[src/rtl/vsw_pkg.sv]
package vsw_pkg;
  typedef enum logic [2:0] {
    ST_IDLE   = 3'd0,
    ST_ON     = 3'd1,
    ST_BLANK  = 3'd2,
    ST_SEARCH = 3'd3,
    ST_DELAY  = 3'd4
  } vsw_state_e;
endpackage

[src/rtl/vsw_rst_sync.sv]
module vsw_rst_sync (
  input  logic clk_i,
  input  logic rst_n_i,
  output logic rst_n_o
);
  logic [1:0] sync_q;

  always_ff @(posedge clk_i or negedge rst_n_i) begin
    if (!rst_n_i) sync_q <= 2'b00;
    else          sync_q <= {sync_q[0], 1'b1};
  end

  assign rst_n_o = sync_q[1];
endmodule

[src/rtl/vsw_period_ctr.sv]
module vsw_period_ctr #(
  parameter int CW  = 11,
  parameter int MAX = 1800
) (
  input  logic          clk_i,
  input  logic          rst_n,
  input  logic          clr_i,
  input  logic          inc_i,
  output logic [CW-1:0] cnt_o
);
  localparam logic [CW-1:0] CNT_TOP = CW'(MAX);

  logic [CW-1:0] cnt_q, cnt_d;

  always_comb begin
    cnt_d = cnt_q;
    if (clr_i)                         cnt_d = '0;
    else if (inc_i && cnt_q != CNT_TOP) cnt_d = cnt_q + 1'b1;
  end

  always_ff @(posedge clk_i or negedge rst_n) begin
    if (!rst_n) cnt_q <= '0;
    else        cnt_q <= cnt_d;
  end

  assign cnt_o = cnt_q;
endmodule

[src/rtl/vsw_valley_det.sv]
module vsw_valley_det (
  input  logic clk_i,
  input  logic rst_n,
  input  logic active_i,
  input  logic sync_hi_i,
  input  logic sync_lo_i,
  output logic valley_o
);
  logic armed_q, armed_d;

  always_comb begin
    armed_d = armed_q;
    if (!active_i)      armed_d = 1'b0;
    else if (sync_hi_i) armed_d = 1'b1;
    else if (sync_lo_i) armed_d = 1'b0;
  end

  always_ff @(posedge clk_i or negedge rst_n) begin
    if (!rst_n) armed_q <= 1'b0;
    else        armed_q <= armed_d;
  end

  assign valley_o = armed_q & sync_lo_i & ~sync_hi_i;

  // a valley in the cycle after an inactive cycle would need an old arming
  assert_no_stale_arm_R8: assert property (@(posedge clk_i) disable iff (!rst_n)
    !active_i |=> !valley_o);
endmodule

[src/rtl/vsw_sync_delay.sv]
module vsw_sync_delay #(
  parameter int DLY = 30
) (
  input  logic clk_i,
  input  logic rst_n,
  input  logic run_i,
  output logic done_o
);
  generate
    if (DLY == 0) begin : g_none
      assign done_o = run_i;
    end else begin : g_count
      localparam int DW = (DLY > 1) ? $clog2(DLY) : 1;
      localparam logic [DW-1:0] LAST = DW'(DLY - 1);
      logic [DW-1:0] cnt_q, cnt_d;

      always_comb begin
        cnt_d = '0;
        if (run_i && cnt_q != LAST) cnt_d = cnt_q + 1'b1;
      end

      always_ff @(posedge clk_i or negedge rst_n) begin
        if (!rst_n) cnt_q <= '0;
        else        cnt_q <= cnt_d;
      end

      assign done_o = run_i && (cnt_q == LAST);
    end
  endgenerate
endmodule

[src/rtl/vsw_gate_ctrl.sv]
module vsw_gate_ctrl
  import vsw_pkg::*;
#(
  parameter int BLANK_CYC    = 1500,
  parameter int WIN_CYC      = 300,
  parameter int LEB_CYC      = 20,
  parameter int TON_MAX_CYC  = 1200,
  parameter int SYNC_DLY_CYC = 30
) (
  input  logic       clk_i,
  input  logic       rst_n_i,
  input  logic       en_i,
  input  logic       sync_hi_i,
  input  logic       sync_lo_i,
  input  logic       cs_trip_i,
  output logic       gate_o,
  output logic [2:0] state_o
);
  localparam int PER_MAX = BLANK_CYC + WIN_CYC;
  localparam int CW      = $clog2(PER_MAX + 1);
  localparam logic [CW-1:0] TON_LAST   = CW'(TON_MAX_CYC - 1);
  localparam logic [CW-1:0] LEB_END    = CW'(LEB_CYC);
  localparam logic [CW-1:0] BLANK_LAST = CW'(BLANK_CYC - 1);
  localparam logic [CW-1:0] WIN_LAST   = CW'(PER_MAX - 1);

  logic          rst_n;
  vsw_state_e    state_q, state_d;
  logic          gate_q, gate_d;
  logic          turn_on;
  logic [CW-1:0] per_cnt;
  logic          valley;
  logic          dly_done;
  logic          det_active;

  vsw_rst_sync u_rst_sync (
    .clk_i   (clk_i),
    .rst_n_i (rst_n_i),
    .rst_n_o (rst_n)
  );

  vsw_period_ctr #(.CW(CW), .MAX(PER_MAX)) u_period_ctr (
    .clk_i (clk_i),
    .rst_n (rst_n),
    .clr_i (turn_on),
    .inc_i (state_q != ST_IDLE),
    .cnt_o (per_cnt)
  );

  assign det_active = (state_q == ST_BLANK) || (state_q == ST_SEARCH);

  vsw_valley_det u_valley_det (
    .clk_i     (clk_i),
    .rst_n     (rst_n),
    .active_i  (det_active),
    .sync_hi_i (sync_hi_i),
    .sync_lo_i (sync_lo_i),
    .valley_o  (valley)
  );

  vsw_sync_delay #(.DLY(SYNC_DLY_CYC)) u_sync_delay (
    .clk_i  (clk_i),
    .rst_n  (rst_n),
    .run_i  (state_q == ST_DELAY),
    .done_o (dly_done)
  );

  // next-state logic
  always_comb begin
    state_d = state_q;
    turn_on = 1'b0;
    if (!en_i) begin
      state_d = ST_IDLE;
    end else begin
      unique case (state_q)
        ST_IDLE: begin
          state_d = ST_ON;
          turn_on = 1'b1;
        end
        ST_ON: begin
          if (per_cnt >= TON_LAST || (cs_trip_i && per_cnt >= LEB_END))
            state_d = ST_BLANK;
        end
        ST_BLANK: begin
          if (per_cnt >= BLANK_LAST) state_d = ST_SEARCH;
        end
        ST_SEARCH: begin
          if (valley) begin
            if (SYNC_DLY_CYC == 0) begin
              state_d = ST_ON;
              turn_on = 1'b1;
            end else begin
              state_d = ST_DELAY;
            end
          end else if (per_cnt >= WIN_LAST) begin
            state_d = ST_ON;
            turn_on = 1'b1;
          end
        end
        ST_DELAY: begin
          if (dly_done) begin
            state_d = ST_ON;
            turn_on = 1'b1;
          end
        end
        default: state_d = ST_IDLE;
      endcase
    end
    gate_d = (state_d == ST_ON);
  end

  // registers
  always_ff @(posedge clk_i or negedge rst_n) begin
    if (!rst_n) begin
      state_q <= ST_IDLE;
      gate_q  <= 1'b0;
    end else begin
      state_q <= state_d;
      gate_q  <= gate_d;
    end
  end

  assign gate_o  = gate_q & en_i;
  assign state_o = state_q;

  // checker bookkeeping: cycles high so far, cycles since last turn-on
  localparam int GW = $clog2(PER_MAX + SYNC_DLY_CYC + 2) + 1;
  logic [CW:0]   chk_on_q;
  logic [GW-1:0] chk_gap_q;
  logic          chk_gate_dly_q;

  always_ff @(posedge clk_i or negedge rst_n) begin
    if (!rst_n) begin
      chk_on_q       <= '0;
      chk_gap_q      <= '0;
      chk_gate_dly_q <= 1'b0;
    end else begin
      chk_gate_dly_q <= gate_q;
      if (!gate_q)            chk_on_q <= '0;
      else if (~&chk_on_q)    chk_on_q <= chk_on_q + 1'b1;
      if (gate_q && !chk_gate_dly_q) chk_gap_q <= GW'(1);
      else if (~&chk_gap_q)          chk_gap_q <= chk_gap_q + 1'b1;
    end
  end

  assert_idle_start_R2: assert property (@(posedge clk_i) disable iff (!rst_n)
    (state_q == ST_IDLE && en_i) |=> gate_q);

  assert_max_on_R3: assert property (@(posedge clk_i) disable iff (!rst_n)
    chk_on_q <= (CW+1)'(TON_MAX_CYC));

  assert_leb_min_on_R4: assert property (@(posedge clk_i) disable iff (!rst_n)
    (state_q == ST_BLANK && $past(state_q) == ST_ON)
      |-> chk_on_q >= (CW+1)'(LEB_CYC + 1));

  assert_blank_gap_R5: assert property (@(posedge clk_i) disable iff (!rst_n)
    (state_q == ST_ON && $past(state_q) != ST_ON && $past(state_q) != ST_IDLE)
      |-> chk_gap_q > GW'(BLANK_CYC));

  assert_period_cap_R6: assert property (@(posedge clk_i) disable iff (!rst_n)
    (state_q == ST_ON && $past(state_q) != ST_ON && $past(state_q) != ST_IDLE)
      |-> chk_gap_q <= GW'(PER_MAX + SYNC_DLY_CYC));

  assert_disable_idle_R9: assert property (@(posedge clk_i) disable iff (!rst_n)
    !en_i |=> (state_q == ST_IDLE && !gate_q));
endmodule

[config.mk]
export PLATFORM = sky130hd
export DESIGN_NAME = vsw_gate_ctrl
export DESIGN_NICKNAME = d
export VERILOG_FILES = /design/src/rtl/vsw_pkg.sv /design/src/rtl/vsw_rst_sync.sv /design/src/rtl/vsw_period_ctr.sv /design/src/rtl/vsw_valley_det.sv /design/src/rtl/vsw_sync_delay.sv /design/src/rtl/vsw_gate_ctrl.sv
export SDC_FILE = /design/constraint.sdc
export NUM_CORES = 1
export LEC_CHECK = 0
export BUFFER_PORTS_ARGS = -buffer_cell sky130_fd_sc_hd__buf_2
export CAP_MARGIN = 20
export CORE_ASPECT_RATIO = 1.5
export CORE_MARGIN = 2
export CORE_UTILIZATION = 55
export DETAILED_ROUTE_END_ITERATION = 8
export PLACE_DENSITY = 0.85
export RECOVER_POWER = 50
export SLEW_MARGIN = 10
export SYNTH_ARGS = -nofsm -noshare
export SYNTH_HDL_FRONTEND = slang
export SYNTH_SLANG_ARGS = --single-unit
[constraint.sdc]
create_clock -name clk_i -period 1.05 [get_ports clk_i]
set_input_delay 0.21 -clock clk_i [delete_from_list [all_inputs] [get_ports clk_i]]
set_output_delay 0.21 -clock clk_i [all_outputs]
set_load 0.01 [all_outputs]
======== Yosys cells after proc, flatten, opt, wreduce, memory -nomap -nowiden ========
Index checks and enable logic that the tools add are counted.
word-level totals
  flip-flop bits (word level) ............. 23
  output and inout port bits .............. 4
  word-level logic and storage cells ...... 52
operators by class
  add/subtract/negate cells ............... 2
  order comparisons ....................... 4
  eq/ne operators ......................... 9
  muxes and demuxes ....................... 18
  bitwise logic cells ..................... 4
  reduce and logical (&&, ||, !) cells .... 9
operator list
  operator                                                            number
  greater-or-equal comparator 11 bit, second input constant           3
  two-way mux 11 bit                                                  2
  two-way mux 3 bit                                                   6
  case mux 3 bit (5 select lines)                                     1
  adder 11 x 1 -> 11 bit, second input constant                       1
  greater-or-equal comparator 11 x 5 -> 1 bit, second input constant  1
  inequality test 11 bit, second input constant                       1
  two-way mux 1 bit                                                   7
  == test 3 x 1 -> 1 bit, second input constant                       2
  == test 3 x 2 -> 1 bit, second input constant                       2
  adder 5 x 1 -> 5 bit, second input constant                         1
  == test 5 bit, second input constant                                1
  two-way mux 5 bit                                                   1
  inequality test 5 bit, second input constant                        1
  logical AND 1 bit                                                   4
  AND 1 bit                                                           3
  == test 3 bit, second input constant                                1
  zero test 3 bit                                                     1
  inequality test 3 bit, second input constant                        1
  case mux 1 bit (3 select lines)                                     1
  nonzero test 3 bit                                                  1
  logical OR 1 bit                                                    2
  nonzero test 2 bit                                                  1
  NOT 1 bit                                                           1

======== Longest topological paths before layout ========
  depth after elaboration ................. 7
  gate-level depth with buffers ........... 7
  depth with buffers taken out ............ 6

======== Modules after synthesis ========
Synthesis repeated with hierarchy kept, for this count alone.
second synthesis, totals
  cells, all modules ...................... 152
  area total of the unflattened synthesis .. 1431.4 um2
by module, submodules not included
  module          instances  cells an instance  area an instance (um2)  seq. area each (um2)
  vsw_period_ctr  1          68                 664.4                   275.3
  vsw_gate_ctrl   1          55                 437.9                   100.1
  vsw_sync_delay  1          22                 226.5                   125.1
  vsw_rst_sync    1          3                  53.8                    50.0
  vsw_valley_det  1          4                  48.8                    25.0

======== Worst setup path after synthesis ========
No wires, ideal clock.
  path type ............................... register -> register
  start point ............................. register u_period_ctr.cnt_q[1] (netlist: u_period_ctr.cnt_o[1])
  end point ............................... register u_period_ctr.cnt_q[1] (netlist: u_period_ctr.cnt_o[1])
  library setup time ...................... 0.072 ns
  arrival ................................. 1.562 ns
  data required time ...................... 0.978 ns
  path slack .............................. -0.584 ns
  cell stages (with the launch flop) ...... 7
  buffers on the path ..................... 1
  period minus slack after synthesis ...... 1.634 ns
  cell sequence ........................... dfrtp_1 > ha_1 > a21o_2 > a2111oi_4 > o2bb2ai_2 > buf_6 > nor2_1
on the way
  longest elaborated chain between the ends .. 6
ends and longest elaborated chain
  what                                                             line                  source
  from (decl)                                                      vsw_period_ctr.sv:13  logic [CW-1:0] cnt_q, cnt_d;
  from (signal assigned)                                           vsw_period_ctr.sv:23  else cnt_q <= cnt_d;
  greater-or-equal comparator 11 bit                               vsw_gate_ctrl.sv:94   end else if (per_cnt >= WIN_LAST) begin
  two-way mux 1 bit                                                vsw_gate_ctrl.sv:94
  two-way mux 1 bit                                                vsw_gate_ctrl.sv:87   if (valley) begin
  case mux 1 bit (3 select lines)                                  vsw_gate_ctrl.sv:74   unique case (state_q)
  two-way mux 1 bit                                                vsw_gate_ctrl.sv:71   if (!en_i) begin
  two-way mux 11 bit / nonzero test 2 bit (equally long branches)  --
Parallel ways exist; a longest one is shown, timed or not. The select of a mux whose other input is x is not followed.
A chain may end at the register's enable or synchronous reset.

======== Worst setup path after layout ========
  start point ............................. register u_period_ctr.cnt_q[1] (netlist: u_period_ctr.cnt_o[1])
  end point ............................... register u_period_ctr.cnt_q[2] (netlist: u_period_ctr.cnt_o[2])
Same word-level chain as after synthesis.

==> run summary <==
maximum root-to-sink buffer count = 2
Initial Util = 0.573
Worst Hold Slack = 0.179 ns
clock skew = 0.00840 ns
Final Net Count = 210
CTS tree = yes
Syn Nets = 150
DP HPWL = 2700 µm
drt pass-1 iters = 4
FMAX = 0.593 GHz
RSZ-0062 raised after global routing = yes
final slew viol count = 0
vias in the first global route = 1331
Hold Vio Cnt, Final = 0
Clk pin slew, worst setup/hold paths = 0.13 ns
post-route ant nets = 0
antenna cells = 0
first-pass GRT wire length = 6260 µm
Worst Setup SP = u_period_ctr.cnt_o[1]
WP data required = 1.30 ns
initial antenna violation count = 0
worst-path fanout max = 6
PortBufs = 9
WL final = 4370 µm
relative slew slack = 0.649
Sw Ratio = 0.309
Min-Delay Path Class = input pin to asynchronous set/reset pin
flops & latches, synth = 23
largest net degree at the start of global routing = 22
peak supply drop = 1120 µV
setup violators final = 24
chip width = 45.0 µm
WS Path Type = flop to flop
GP Congestion = 0.892
worst r2r src = u_period_ctr.cnt_o[1]
I/O Pins = 10
clock sink count = 23
fin util = 0.820
row count = 22
post-synthesis cell count = 140
clock root cell = clkbuf_4
final worst slack = -0.637 ns
crit-path cells = ha_4 -> a21o_4 -> a2111oi_4 -> buf_4 -> o2bb2ai_4 -> a21oi_2
WP data arrival = 1.94 ns
H-tree levels = 1
fin crit share = 1.61
Die Area = 0.00295 mm²
Cell Area, Synth = 0.00139 mm²
Core ar. = 0.00242 mm²
CP Buf/Inv Count = 1
Critical Path Slowest Stage Cell = dfrtp_2
Combinational Power Share = 0.312
routed len/inst = 19.6 µm
P_sw = 635 µW
1st-iter DRT viols = 52
PD cells = 1040 mW/mm²
Worst Reg-to-Reg Cells = 6
Seq/Total Area, Yosys = 0.414
area added between synthesis and finish = 43.1%
Num CTS Buffers = 3
via count = 1389
grt total ovfl = 0
Placed Instances = 214
mean area per synthesized cell = 9.92 µm²
share of cells above drive strength 1 = 0.497
P_leak = 0.000896 µW
Synth warnings = 0
Int Power = 1420 µW
CP startpoint kind = flop
Total GRT Usage = 0.296
clock power share = 0.205
actual slew at the worst max-slew pin = 0.527 ns
DR vias/cell = 6.23
status = finished with violations
synth unique cells = 43
Crit path depth = 6
DIE HEIGHT = 65.5 µm
CP top delay family = compound AO/OA/AOI/OAI gates
Flop pwr share = 0.482
fin area = 0.00199 mm²
Post-DP Area = 0.00180 mm²
failing checks = negative setup slack
minimum clock period = 1.69 ns
Layout Cells excl Fill = 223
Critical Path Max Stage Delay = 0.45 ns
DRC = 0
kind of end point of the critical path = flop
max cap viols = 0
clock latency at the later pin of the worst-skew pair = 0.32 ns
sequential cells by signal (all words and copies together), names as in the netlist:
register	cells
gate_q	1
state_o	3
u_period_ctr.cnt_o	11
u_rst_sync.sync_q	2
u_sync_delay.g_count.cnt_q	5
u_valley_det.armed_q	1
power groups by stage:
stage,combinational (µW),sequential (µW),clock [µW]
floorplan,252,1040,0
global placement,523,1000,0
detailed placement,564,1010,0
CTS,596,993,415
global route,683,999,452
finish,642,992,422
logic make-up after synthesis:
kind of cell / Yosys count / synth area share
AOI/OAI and AO/OA: 23 / 0.144
xor gates and xnor gates: 12 / 0.0757
adders and majority gates: 4 / 0.0360
buffers and inverters: 14 / 0.0712
DFF: 23 / 0.414
muxes: 1 / 0.00721
other: 1 / 0.00270
and+or+nand+nor: 62 / 0.249
worst paths after layout:
| kind | endpoint | slack (ns) |
|---|---|---|
| min reg2reg | u_period_ctr.cnt_o[6] | 0.30 |
| max | u_period_ctr.cnt_o[2] | -0.64 |
| min | u_rst_sync.sync_q[1] | 0.18 |
| min in group clk_i | state_o[2] | 0.18 |
| max in group asynchronous | state_o[0] | 0.36 |
| max reg2reg | u_period_ctr.cnt_o[2] | -0.64 |
layout make-up:
| cell class | count | area [µm²] |
|---|---|---|
| Multi-Input combinational cell | 104 | 860 |
| Sequential cell | 23 | 579 |
| Timing Repair Buffer | 63 | 473 |
| Fill cell | 131 | 435 |
| Tap cell | 24 | 30.0 |
| Clock buffer | 4 | 26.3 |
| Inverter | 5 | 18.8 |
cell usage after synthesis, drive strengths merged:
cell,number,area (µm²)
o211a,2,20.0
a21oi,2,10.0
or3,2,17.5
nor4b,1,8.76
a2111oi,1,27.5
and2,2,12.5
a211oi,1,7.51
o311ai,1,8.76
nor4,4,25.0
nor3,5,25.0
and3,1,7.51
a21o,2,16.3
inv,5,18.8
xor2,2,17.5
o2bb2ai,1,15.0
nand3b,3,22.5
nand2,3,11.3
mux2i,1,10.0
nand4,4,25.0
nor3b,3,22.5
dfrtp,23,576
ha,4,50.1
o31a,1,8.76
clkbuf,1,3.75
xnor2,10,87.6
nand3,9,45.0
buf,8,76.3
a21boi,3,22.5
o31ai,1,7.51
and4b,1,10.0
conb,1,3.75
nor2,20,75.1
and3b,3,27.5
a221oi,2,23.8
o21ai,4,20.0
and4,1,10.0
a31oi,2,12.5
per-stage QoR:
stage,worst slack (ns),setup TNS [ns],total power (µW)
floorplan,-0.526,-7.03,1290
global placement,-0.567,-7.78,1530
detailed placement,-0.607,-8.75,1570
CTS,-0.604,-9.23,2000
global route,-0.688,-11.65,2130
finish,-0.637,-10.43,2060
placed cells by master (no fill, tap or decap), drive strengths merged, types with 2 or more instances in the layout:
cell / synthesis / final
and2: 2 / 2
inv: 5 / 5
ha: 4 / 4
nand3b: 3 / 3
nor2: 20 / 20
o211a: 2 / 2
a21boi: 3 / 3
nand3: 9 / 9
or3: 2 / 2
a21o: 2 / 2
xor2: 2 / 2
a21oi: 2 / 2
a221oi: 2 / 2
a31oi: 2 / 2
clkbuf: 1 / 6
dfrtp: 23 / 23
o2bb2ai: 1 / 2
nand4: 4 / 4
buf: 8 / 60
nand2: 3 / 3
nor4: 4 / 4
and3b: 3 / 3
nor3b: 3 / 3
nor3: 5 / 5
xnor2: 10 / 10
o21ai: 4 / 4
routing by layer:
| metal | vias to the layer above | GRT usage | routed length, µm |
|---|---|---|---|
| met3 | 29 | 0.0440 | 207 |
| met2 | 63 | 0.529 | 2360 |
| li1 | 621 | - | - |
| met4 | 0 | 0.158 | 257 |
| met1 | 676 | 0.318 | 1550 |
| met5 | - | 0 | 0 |
worst reg2reg max path: stages, from the launching register on:
cell and delay [ns]:
dfrtp_2 0.45, ha_4 0.18, a21o_4 0.19, a2111oi_4 0.36, buf_4 0.20, o2bb2ai_4 0.10, a21oi_2 0.14
timing repair:
| action | 4_1_cts | 5_1_grt |
|---|---|---|
| hold buffers | 1 | 0 |
| hold endpoints to repair | 2 | 0 |
| resized for setup | 20 | 11 |
| setup buffers | 2 | 2 |
| endpoints found under the setup margin | 24 | 24 |
| cloned | 0 | 1 |
| pin swaps | 12 | 1 |
(Power assumes the default switching activity.)
